===== config.mk =====
export PLATFORM = sky130hd
export DESIGN_NAME = hybrid_stair_mod
export DESIGN_NICKNAME = d
export VERILOG_FILES = /design/src/rtl/hsm_pkg.sv /design/src/rtl/hsm_carrier.sv /design/src/rtl/hsm_slicer.sv /design/src/rtl/hsm_aux_cmp.sv /design/src/rtl/hybrid_stair_mod.sv
export SDC_FILE = /design/constraint.sdc
export NUM_CORES = 2
export LEC_CHECK = 0
export BUFFER_PORTS_ARGS = -buffer_cell sky130_fd_sc_hd__buf_4
export CAP_MARGIN = 20
export CELL_PAD_IN_SITES_DETAIL_PLACEMENT = 2
export CELL_PAD_IN_SITES_GLOBAL_PLACEMENT = 2
export CORE_AREA = 2 2 234 236
export DETAILED_ROUTE_END_ITERATION = 10
export DIE_AREA = 0 0 236 238
export PLACE_DENSITY_LB_ADDON = 0.3
export REMOVE_ABC_BUFFERS = 1
export SETUP_SLACK_MARGIN = 0.5
export SLEW_MARGIN = 20
export SYNTH_ARGS = -nofsm -noshare
export SYNTH_HDL_FRONTEND = slang
export SYNTH_SLANG_ARGS = --single-unit

===== constraint.sdc =====
create_clock -name clk -period 17.7 [get_ports clk]
set_input_delay 0 -clock clk [delete_from_list [all_inputs] [get_ports clk]]
set_output_delay 0 -clock clk [all_outputs]
set_load 0.02 [all_outputs]

===== src/rtl/hsm_pkg.sv =====
package hsm_pkg;

    typedef enum logic {
        CAR_RISE,
        CAR_FALL
    } car_dir_e;

    typedef enum logic [1:0] {
        BAND_ZERO,
        BAND_FLOOR,
        BAND_STEP,
        BAND_SAT
    } band_e;

endpackage


===== src/rtl/hsm_carrier.sv =====
module hsm_carrier
    import hsm_pkg::*;
#(
    parameter int CAR_W = 16
) (
    input  logic             clk,
    input  logic             rst_n,
    input  logic [CAR_W-1:0] car_half,
    output logic [CAR_W-1:0] car_val
);

    car_dir_e         dir_q, dir_d;
    logic [CAR_W-1:0] cnt_q, cnt_d;

    always_ff @(posedge clk or negedge rst_n) begin
        if (!rst_n) begin
            dir_q <= CAR_RISE;
            cnt_q <= '0;
        end else begin
            dir_q <= dir_d;
            cnt_q <= cnt_d;
        end
    end

    always_comb begin
        dir_d = dir_q;
        cnt_d = cnt_q;
        unique case (dir_q)
            CAR_RISE: begin
                if (cnt_q >= car_half) begin
                    dir_d = CAR_FALL;
                    cnt_d = cnt_q - 1'b1;
                end else begin
                    cnt_d = cnt_q + 1'b1;
                end
            end
            CAR_FALL: begin
                if (cnt_q == '0) begin
                    dir_d = CAR_RISE;
                    cnt_d = CAR_W'(1);
                end else begin
                    cnt_d = cnt_q - 1'b1;
                end
            end
            default: begin
                dir_d = CAR_RISE;
                cnt_d = '0;
            end
        endcase
    end

    assign car_val = cnt_q;

endmodule


===== src/rtl/hsm_slicer.sv =====
module hsm_slicer
    import hsm_pkg::*;
#(
    parameter int REF_W = 16,
    parameter int STEPS = 3,
    localparam int IDX_W = $clog2(STEPS + 1)
) (
    input  logic                    clk,
    input  logic                    rst_n,
    input  logic signed [REF_W-1:0] ref_sample,
    input  logic [REF_W-1:0]        step_size,
    input  logic                    half_mode,
    input  logic                    zero_en,
    output logic                    s1_sign,
    output logic [IDX_W-1:0]        s1_idx,
    output logic                    s1_zero,
    output logic [REF_W-1:0]        s1_resid,
    output logic [REF_W-1:0]        s1_range
);

    localparam int ACC_W = REF_W + IDX_W + 1;

    logic [REF_W-1:0] mag;
    logic [STEPS-1:0] ge;
    logic [IDX_W-1:0] cnt_raw;
    logic [ACC_W-1:0] base;
    logic [ACC_W-1:0] resid_raw;
    logic [REF_W-1:0] range_d;
    band_e            band;

    logic [IDX_W-1:0] idx_d;
    logic             zero_d;
    logic [REF_W-1:0] resid_d;

    assign mag = ref_sample[REF_W-1] ? REF_W'(-ref_sample) : REF_W'(ref_sample);

    for (genvar i = 0; i < STEPS; i++) begin : g_thr
        logic [ACC_W-1:0] thr;
        assign thr   = ACC_W'(step_size) * ACC_W'(i + 1);
        assign ge[i] = ACC_W'(mag) >= thr;
    end

    assign cnt_raw   = IDX_W'($countones(ge));
    assign base      = ACC_W'(cnt_raw) * ACC_W'(step_size);
    assign resid_raw = ACC_W'(mag) - base;
    assign range_d   = half_mode ? (step_size >> 1) : step_size;

    always_comb begin
        if (cnt_raw == '0)
            band = zero_en ? BAND_ZERO : BAND_FLOOR;
        else if (cnt_raw == IDX_W'(STEPS))
            band = BAND_SAT;
        else
            band = BAND_STEP;
    end

    always_comb begin
        idx_d   = '0;
        zero_d  = 1'b0;
        resid_d = '0;
        unique case (band)
            BAND_ZERO: begin
                zero_d = 1'b1;
            end
            BAND_FLOOR: begin
                idx_d = IDX_W'(1);
            end
            BAND_STEP, BAND_SAT: begin
                idx_d = cnt_raw;
                if (resid_raw > ACC_W'(range_d))
                    resid_d = range_d;
                else
                    resid_d = REF_W'(resid_raw);
            end
            default: begin
                idx_d = '0;
            end
        endcase
    end

    always_ff @(posedge clk or negedge rst_n) begin
        if (!rst_n) begin
            s1_sign  <= 1'b0;
            s1_idx   <= '0;
            s1_zero  <= 1'b0;
            s1_resid <= '0;
            s1_range <= '0;
        end else begin
            s1_sign  <= ref_sample[REF_W-1];
            s1_idx   <= idx_d;
            s1_zero  <= zero_d;
            s1_resid <= resid_d;
            s1_range <= range_d;
        end
    end

endmodule


===== src/rtl/hsm_aux_cmp.sv =====
module hsm_aux_cmp #(
    parameter int REF_W = 16,
    parameter int CAR_W = 16,
    parameter int IDX_W = 2
) (
    input  logic             clk,
    input  logic             rst_n,
    input  logic             s1_sign,
    input  logic [IDX_W-1:0] s1_idx,
    input  logic             s1_zero,
    input  logic [REF_W-1:0] s1_resid,
    input  logic [REF_W-1:0] s1_range,
    input  logic [CAR_W-1:0] car_val,
    input  logic [CAR_W-1:0] car_half,
    output logic             sign_out,
    output logic [IDX_W-1:0] step_idx,
    output logic             aux_pwm,
    output logic             zero_req
);

    localparam int PROD_W = REF_W + CAR_W;

    logic [PROD_W-1:0] lhs;
    logic [PROD_W-1:0] rhs;
    logic              aux_d;

    assign lhs   = PROD_W'(s1_resid) * PROD_W'(car_half);
    assign rhs   = PROD_W'(car_val) * PROD_W'(s1_range);
    assign aux_d = (lhs > rhs) && !s1_zero;

    always_ff @(posedge clk or negedge rst_n) begin
        if (!rst_n) begin
            sign_out <= 1'b0;
            step_idx <= '0;
            aux_pwm  <= 1'b0;
            zero_req <= 1'b0;
        end else begin
            sign_out <= s1_sign;
            step_idx <= s1_idx;
            aux_pwm  <= aux_d;
            zero_req <= s1_zero;
        end
    end

endmodule


===== src/rtl/hybrid_stair_mod.sv =====
module hybrid_stair_mod #(
    parameter int REF_W = 16,
    parameter int CAR_W = 16,
    parameter int STEPS = 3,
    localparam int IDX_W = $clog2(STEPS + 1)
) (
    input  logic                    clk,
    input  logic                    rst_n,
    input  logic signed [REF_W-1:0] ref_sample,
    input  logic [REF_W-1:0]        step_size,
    input  logic [CAR_W-1:0]        car_half,
    input  logic                    half_mode,
    input  logic                    zero_en,
    output logic                    sign_out,
    output logic [IDX_W-1:0]        step_idx,
    output logic                    aux_pwm,
    output logic                    zero_req
);

    logic             s1_sign;
    logic [IDX_W-1:0] s1_idx;
    logic             s1_zero;
    logic [REF_W-1:0] s1_resid;
    logic [REF_W-1:0] s1_range;
    logic [CAR_W-1:0] car_val;

    hsm_carrier #(.CAR_W(CAR_W)) u_carrier (
        .clk      (clk),
        .rst_n    (rst_n),
        .car_half (car_half),
        .car_val  (car_val)
    );

    hsm_slicer #(.REF_W(REF_W), .STEPS(STEPS)) u_slicer (
        .clk        (clk),
        .rst_n      (rst_n),
        .ref_sample (ref_sample),
        .step_size  (step_size),
        .half_mode  (half_mode),
        .zero_en    (zero_en),
        .s1_sign    (s1_sign),
        .s1_idx     (s1_idx),
        .s1_zero    (s1_zero),
        .s1_resid   (s1_resid),
        .s1_range   (s1_range)
    );

    hsm_aux_cmp #(.REF_W(REF_W), .CAR_W(CAR_W), .IDX_W(IDX_W)) u_cmp (
        .clk      (clk),
        .rst_n    (rst_n),
        .s1_sign  (s1_sign),
        .s1_idx   (s1_idx),
        .s1_zero  (s1_zero),
        .s1_resid (s1_resid),
        .s1_range (s1_range),
        .car_val  (car_val),
        .car_half (car_half),
        .sign_out (sign_out),
        .step_idx (step_idx),
        .aux_pwm  (aux_pwm),
        .zero_req (zero_req)
    );

endmodule


# == Yosys cells after proc, flatten, opt, wreduce, memory -nomap -nowiden ==
# Cells that the tools add are included.
# word_totals
reg_bits,58
latch_bits,0
ramBits,0
mem_bits_ro,0
memories,0
# classes
add_sub_neg,6
mul,4
div_mod_pow,0
magnitude_cmp,6
eq_ne,4
n_shift,0
muxes,15
n_bitwise,1
n_reduce_logical,6
# ops
cell,count
2-to-1 mux 16 bit,6
multiplier 16 x 16 -> 32 bit,2
>= comparator 16 bit,2
greater-than comparator 32 bit,1
case mux 16 bit (2 select lines),1
greater-than comparator 19 x 16 -> 1 bit,1
subtractor 16 x 18 -> 19 bit,1
>= comparator 16 x 18 -> 1 bit,1
"multiplier 16 x 2 -> 18 bit, second input constant",1
multiplier 2 x 16 -> 18 bit,1
>= comparator 16 x 17 -> 1 bit,1
"adder 16 x 1 -> 16 bit, second input constant",1
zero test 16 bit,1
negation 16 bit,1
"subtractor 16 x 1 -> 16 bit, second input constant",1
"equality test 2 bit, second input constant",3
2-to-1 mux 1 bit,5
zero test 2 bit,2
case mux 2 bit (2 select lines),1
adder 1 x 1 -> 2 bit,1
adder 2 x 1 -> 2 bit,1
"equality test 2 x 1 -> 1 bit, second input constant",1
2-to-1 mux 2 bit,1
case mux 1 bit (2 select lines),1
other kinds (4),4

# == Logic depth before layout (Yosys ltp) ==
# logic_depth
word_depth,11
mapped_depth,41

# == Cells and area by module ==
# A second synthesis with hierarchy kept.
# hier_totals
hier_cells,2910
area_unflattened_um2,24788.8
# by_module_without_submodules
mod,instances,cells_each,area_per_inst_um2,seq_area_each_um2
hsm_aux_cmp,1,2091,17961.0,125.1
hsm_slicer,1,599,5062.4,900.9
hsm_carrier,1,220,1765.4,425.4

# == Worst setup path after synthesis ==
# OpenSTA, ideal clock, no wires.
# synth_timing
path_kind,input-to-reg
start,input step_size[0]
end,register u_slicer.s1_resid[15]
setup_time_ns,0.135
t_arrival_ns,7.255
required_ns,17.565
path_slack_ns,10.310
cell_stages,38
path_cell_list,ha_1 fa_1 a21o_1 a21oi_1 o21bai_1 a211o_1 a31oi_1 o21ai_0 nand2_1 a211oi_1 xnor2_1 ha_1 or4_1 o21ai_0 a211oi_1 fa_1 clkbuf_1 and2_1 [2 not listed] ha_1 o21a_1 o31a_1 o221ai_1 o31ai_1 a21oi_1 xnor2_1 ha_1 a21oi_1 nor2b_1 o21ai_0 nand2b_1 a221oi_1 a31o_2 o211ai_2 buf_4 mux2i_1 nor2_1
# synth_via
elab_chain_cells,9
# synth_lines
item,line_no,source
from (decl),hybrid_stair_mod.sv:10,"input logic [REF_W-1:0] step_size,"
branches (longest 8 deep; another with subtractor 16 x 18 -> 19 bit),--,
2-to-1 mux 16 bit *,hsm_slicer.sv:61,unique case (band)
via u_slicer.resid_d[15],hsm_slicer.sv:33,logic [REF_W-1:0] resid_d;
to (signal assigned),hsm_slicer.sv:92,s1_resid <= resid_d;
to (decl),hsm_slicer.sv:17,"output logic [REF_W-1:0] s1_resid,"
# Mark *: on every way through the listed nets, which the timed path passes.

# == Worst setup path in the final report ==
# layout_timing
start,input step_size[1]
end,register u_slicer.s1_resid[3]
# Same word-level chain as after synthesis.

==> impl_summary.log <==
INFO  metric status = finished clean
INFO  metric route.antenna.remaining_nets = 0
INFO  metric initialDrtViolationCount = 832
INFO  metric worstReg2RegStart = u_carrier.car_val[2]
INFO  metric min-delay-path-class = in2reg
INFO  metric route.detailed.wl_per_inst = 25.58 um
INFO  metric post_cts.resized_instances = 0
INFO  metric worst_skew_pair.late_latency = 370 ps
INFO  metric ios = 57
INFO  metric std_cell_rows = 85
INFO  metric holdPathStages = 3
INFO  metric ctsHtreeMaxLevel = 3
INFO  metric fin_setup_tns = 0 ps
INFO  metric synth_area = 23940 um2
INFO  metric max-clock-path-buffers = 2
INFO  metric synth_seq_cells = 58
INFO  metric reg2reg_slack = 8940 ps
INFO  metric clkTransAtPathRegs = 60 ps
INFO  metric drive_above_1_share = 4.149%
INFO  metric path_common_cell = ha_1
INFO  metric finish.net_count = 3604
INFO  metric max_clock_freq = 0.1112 GHz
INFO  metric postSynthCellCount = 2808
INFO  metric maxSlewViolCount = 0
INFO  metric clock-root-buffer = clkbuf_16
INFO  metric grt.overflow.total = 0
INFO  metric drtPass1Iterations = 5
INFO  metric antenna_cells = 0
INFO  metric tritoncts = built
INFO  metric detail_route.drc_violations = 0
INFO  metric nFillCells = 5849
INFO  metric synth.largest_area_cell = fa_1
INFO  metric ys.warnings.count = 0
INFO  metric synth.most_common_cell = inv_1
INFO  metric regToRegEndpoint = u_cmp.aux_pwm
INFO  metric cap_violations = 0
INFO  metric synth_seq_area_share = 6.063%
INFO  metric dpl.cell_count = 3473
INFO  metric path_class = in2reg
INFO  metric ys_types = 68
INFO  metric worst_path_max_delay_cell = fa_1
INFO  metric syn-mean-instance-area = 8.525 um2
INFO  metric tritoncts_num_sinks = 58
INFO  metric worstPathBufferInverterCount = 3
INFO  metric fin_worst_skew = 6.884 ps
INFO  metric core_region_area = 53500 um2
INFO  metric global_route.usage.total = 32.70%
INFO  metric synth_ff_type = dfrtp_1
INFO  metric setup_violators_final = 0
INFO  metric min-delay-start = step_size[15]
INFO  metric area_growth_syn_to_layout = 5.828%
INFO  metric yosys-top-cells-area = fa_1 (34%), ha_1 (19%), inv_1 (8.3%)
INFO  metric final.min_clock_period = 8993 ps
INFO  metric first_global_vias = 24960
INFO  metric synth_largest_type_area_fraction = 33.87%
INFO  metric die_area = 56170 um2
INFO  metric largest_net_degree_at_the_start_of_global_routing = 59
INFO  metric fp.dieH = 238 um
INFO  metric port_buffers = 56
INFO  metric post_synthesis_async_set_or_reset_flop_share = 100.0%
INFO  metric route.detailed.vias_per_inst = 5.795
INFO  metric timing.max_slew.rel_slack = 30.10%
INFO  metric layout.core_utilization = 47.36%
INFO  metric worst_setup_timing_slack_at_the_placement_stage = 8538 ps
INFO  metric critPathTopFamily = compound AO/OA/AOI/OAI gates
INFO  metric timing_worst_slew_pin_value = 1038 ps
INFO  metric routed-via-count = 20240
INFO  metric hpwl = 70.78 mm
INFO  metric critical_path.max_stage_delay = 710 ps
INFO  metric routed_wl = 89.34 mm
INFO  metric tritoncts.num_buffers = 9
INFO  metric synth_top_cells_by_count = inv_1 (532), nand2_1 (427), fa_1 (405)
INFO  metric rsz0062_at_grt = no
INFO  metric r2r.worst_path.cells = 27
INFO  metric cp.depth = 38
INFO  metric crit_fanout = 31
INFO  metric post_synth_edffs = 0
INFO  metric initial_utilization = 44.75%
INFO  metric worstPathRequired = 17960 ps
INFO  metric globalplace.congestion = 0.8502
INFO  metric finalNonFillerCells = 3492
INFO  metric final-hold-violation-count = 0
INFO  metric whs_endpoint = u_slicer.s1_range[15]
INFO  metric global_route_wire_length_before_repair = 141.6 mm
INFO  metric dieWidth = 236 um
INFO  metric final_critical_path_setup_slack = 8707 ps
INFO  metric setup.worst_path.end_class = flip-flop
INFO  metric layout_worst_path_cycle_share = 50.81%
INFO  metric antenna_found_initial = 2
INFO  metric startpoint_type = input port
INFO  metric cp_data_arrival_time = 9250 ps
## sequential cells by signal, indices dropped and copies added (netlist names)
signal and count:
u_slicer.s1_zero 1, u_cmp.sign_out 1, u_cmp.zero_req 1, u_slicer.s1_sign 1
u_carrier.car_val 16, u_slicer.s1_idx 2, u_cmp.aux_pwm 1, u_slicer.s1_resid 16
u_slicer.s1_range 16, u_carrier.dir_q 1, u_cmp.step_idx 2
## placed cells by master (no fill, tap or decap), types with 6 or more instances in the layout
cell / Yosys / layout
nand2b_1: 21 / 21
ha_1: 356 / 356
xor2_1: 38 / 38
mux2i_1: 6 / 6
clkbuf_16: 0 / 9
or3_1: 15 / 15
and2_1: 196 / 196
nand3_1: 27 / 27
nor2b_1: 19 / 19
o21bai_1: 8 / 8
a31oi_1: 16 / 16
nand4_1: 20 / 20
a211oi_1: 23 / 23
a21oi_1: 102 / 102
o31ai_1: 8 / 8
dfrtp_1: 58 / 58
xnor2_1: 60 / 60
nor2_1: 83 / 83
inv_1: 532 / 532
o21ai_0: 76 / 76
o21a_1: 25 / 25
fa_1: 405 / 405
buf_4: 2 / 78
nor3_1: 20 / 20
and3_1: 8 / 8
a21o_1: 55 / 55
or4_1: 8 / 8
nand2_1: 427 / 427
a211o_1: 11 / 11
## worst min-delay path, stage by stage
cell	delay (ps)
buf_4	160
nand2b_1	120
inv_1	100
## per-layer routing
layer | routed length, um | global-route usage, %
met1 | 33780 | 36.05
met2 | 48160 | 62.81
met3 | 2706 | 2.765
met4 | 4693 | 16.27
met5 | 0 | 0
## worst max-delay path by stage
stage	from	endpoint	slack [ps]
after floorplan	step_size[0]	u_slicer.s1_resid[0]	9870
after global placement	step_size[1]	u_slicer.s1_resid[0]	9040
after detailed placement	step_size[1]	u_slicer.s1_resid[0]	8540
after CTS	step_size[1]	u_slicer.s1_resid[0]	8730
after global routing	step_size[1]	u_slicer.s1_resid[0]	8190
final	step_size[1]	u_slicer.s1_resid[3]	8710
## metrics by stage
step	instance area (um2)	hold slack, ps
final	25330	73.57
after global routing	25330	93.54
after global placement	24980	153.5
after CTS	25330	65.96
after floorplan	23520	-295.6
after detailed placement	24980	165.5
## cell type report
| cell class | instances | area, um2 | share of cell area [%] |
|---|---|---|---|
| multi-input combinational | 2107 | 20070 | 79.20 |
| inverter | 534 | 2004 | 7.912 |
| sequential | 58 | 1451 | 5.729 |
| tap | 696 | 870.8 | 3.437 |
| timing repair buffer | 81 | 615.6 | 2.430 |
| clock buffer | 9 | 225.2 | 0.8890 |
| clock inverter | 7 | 101.3 | 0.4000 |
## kinds of logic after synthesis
kind of cell	synth area share, %
multiplexers	0.2979
adder cells (fa/ha/maj)	52.47
flip-flops	6.063
AND/OR/NAND/NOR	17.21
AO/OA/AOI/OAI	10.25
buffers and inverters	10.12
XOR/XNOR	3.585
## what timing repair did
action | 4_1_cts | 5_1_grt
buffers inserted | 0 | 0
hold endpoints to repair | 61 | 0
hold buffers | 3 | 0
Power is left out: the tool's default activity adds up to more than one toggle a clock period on the data nets, which glitch-free logic cannot reach.
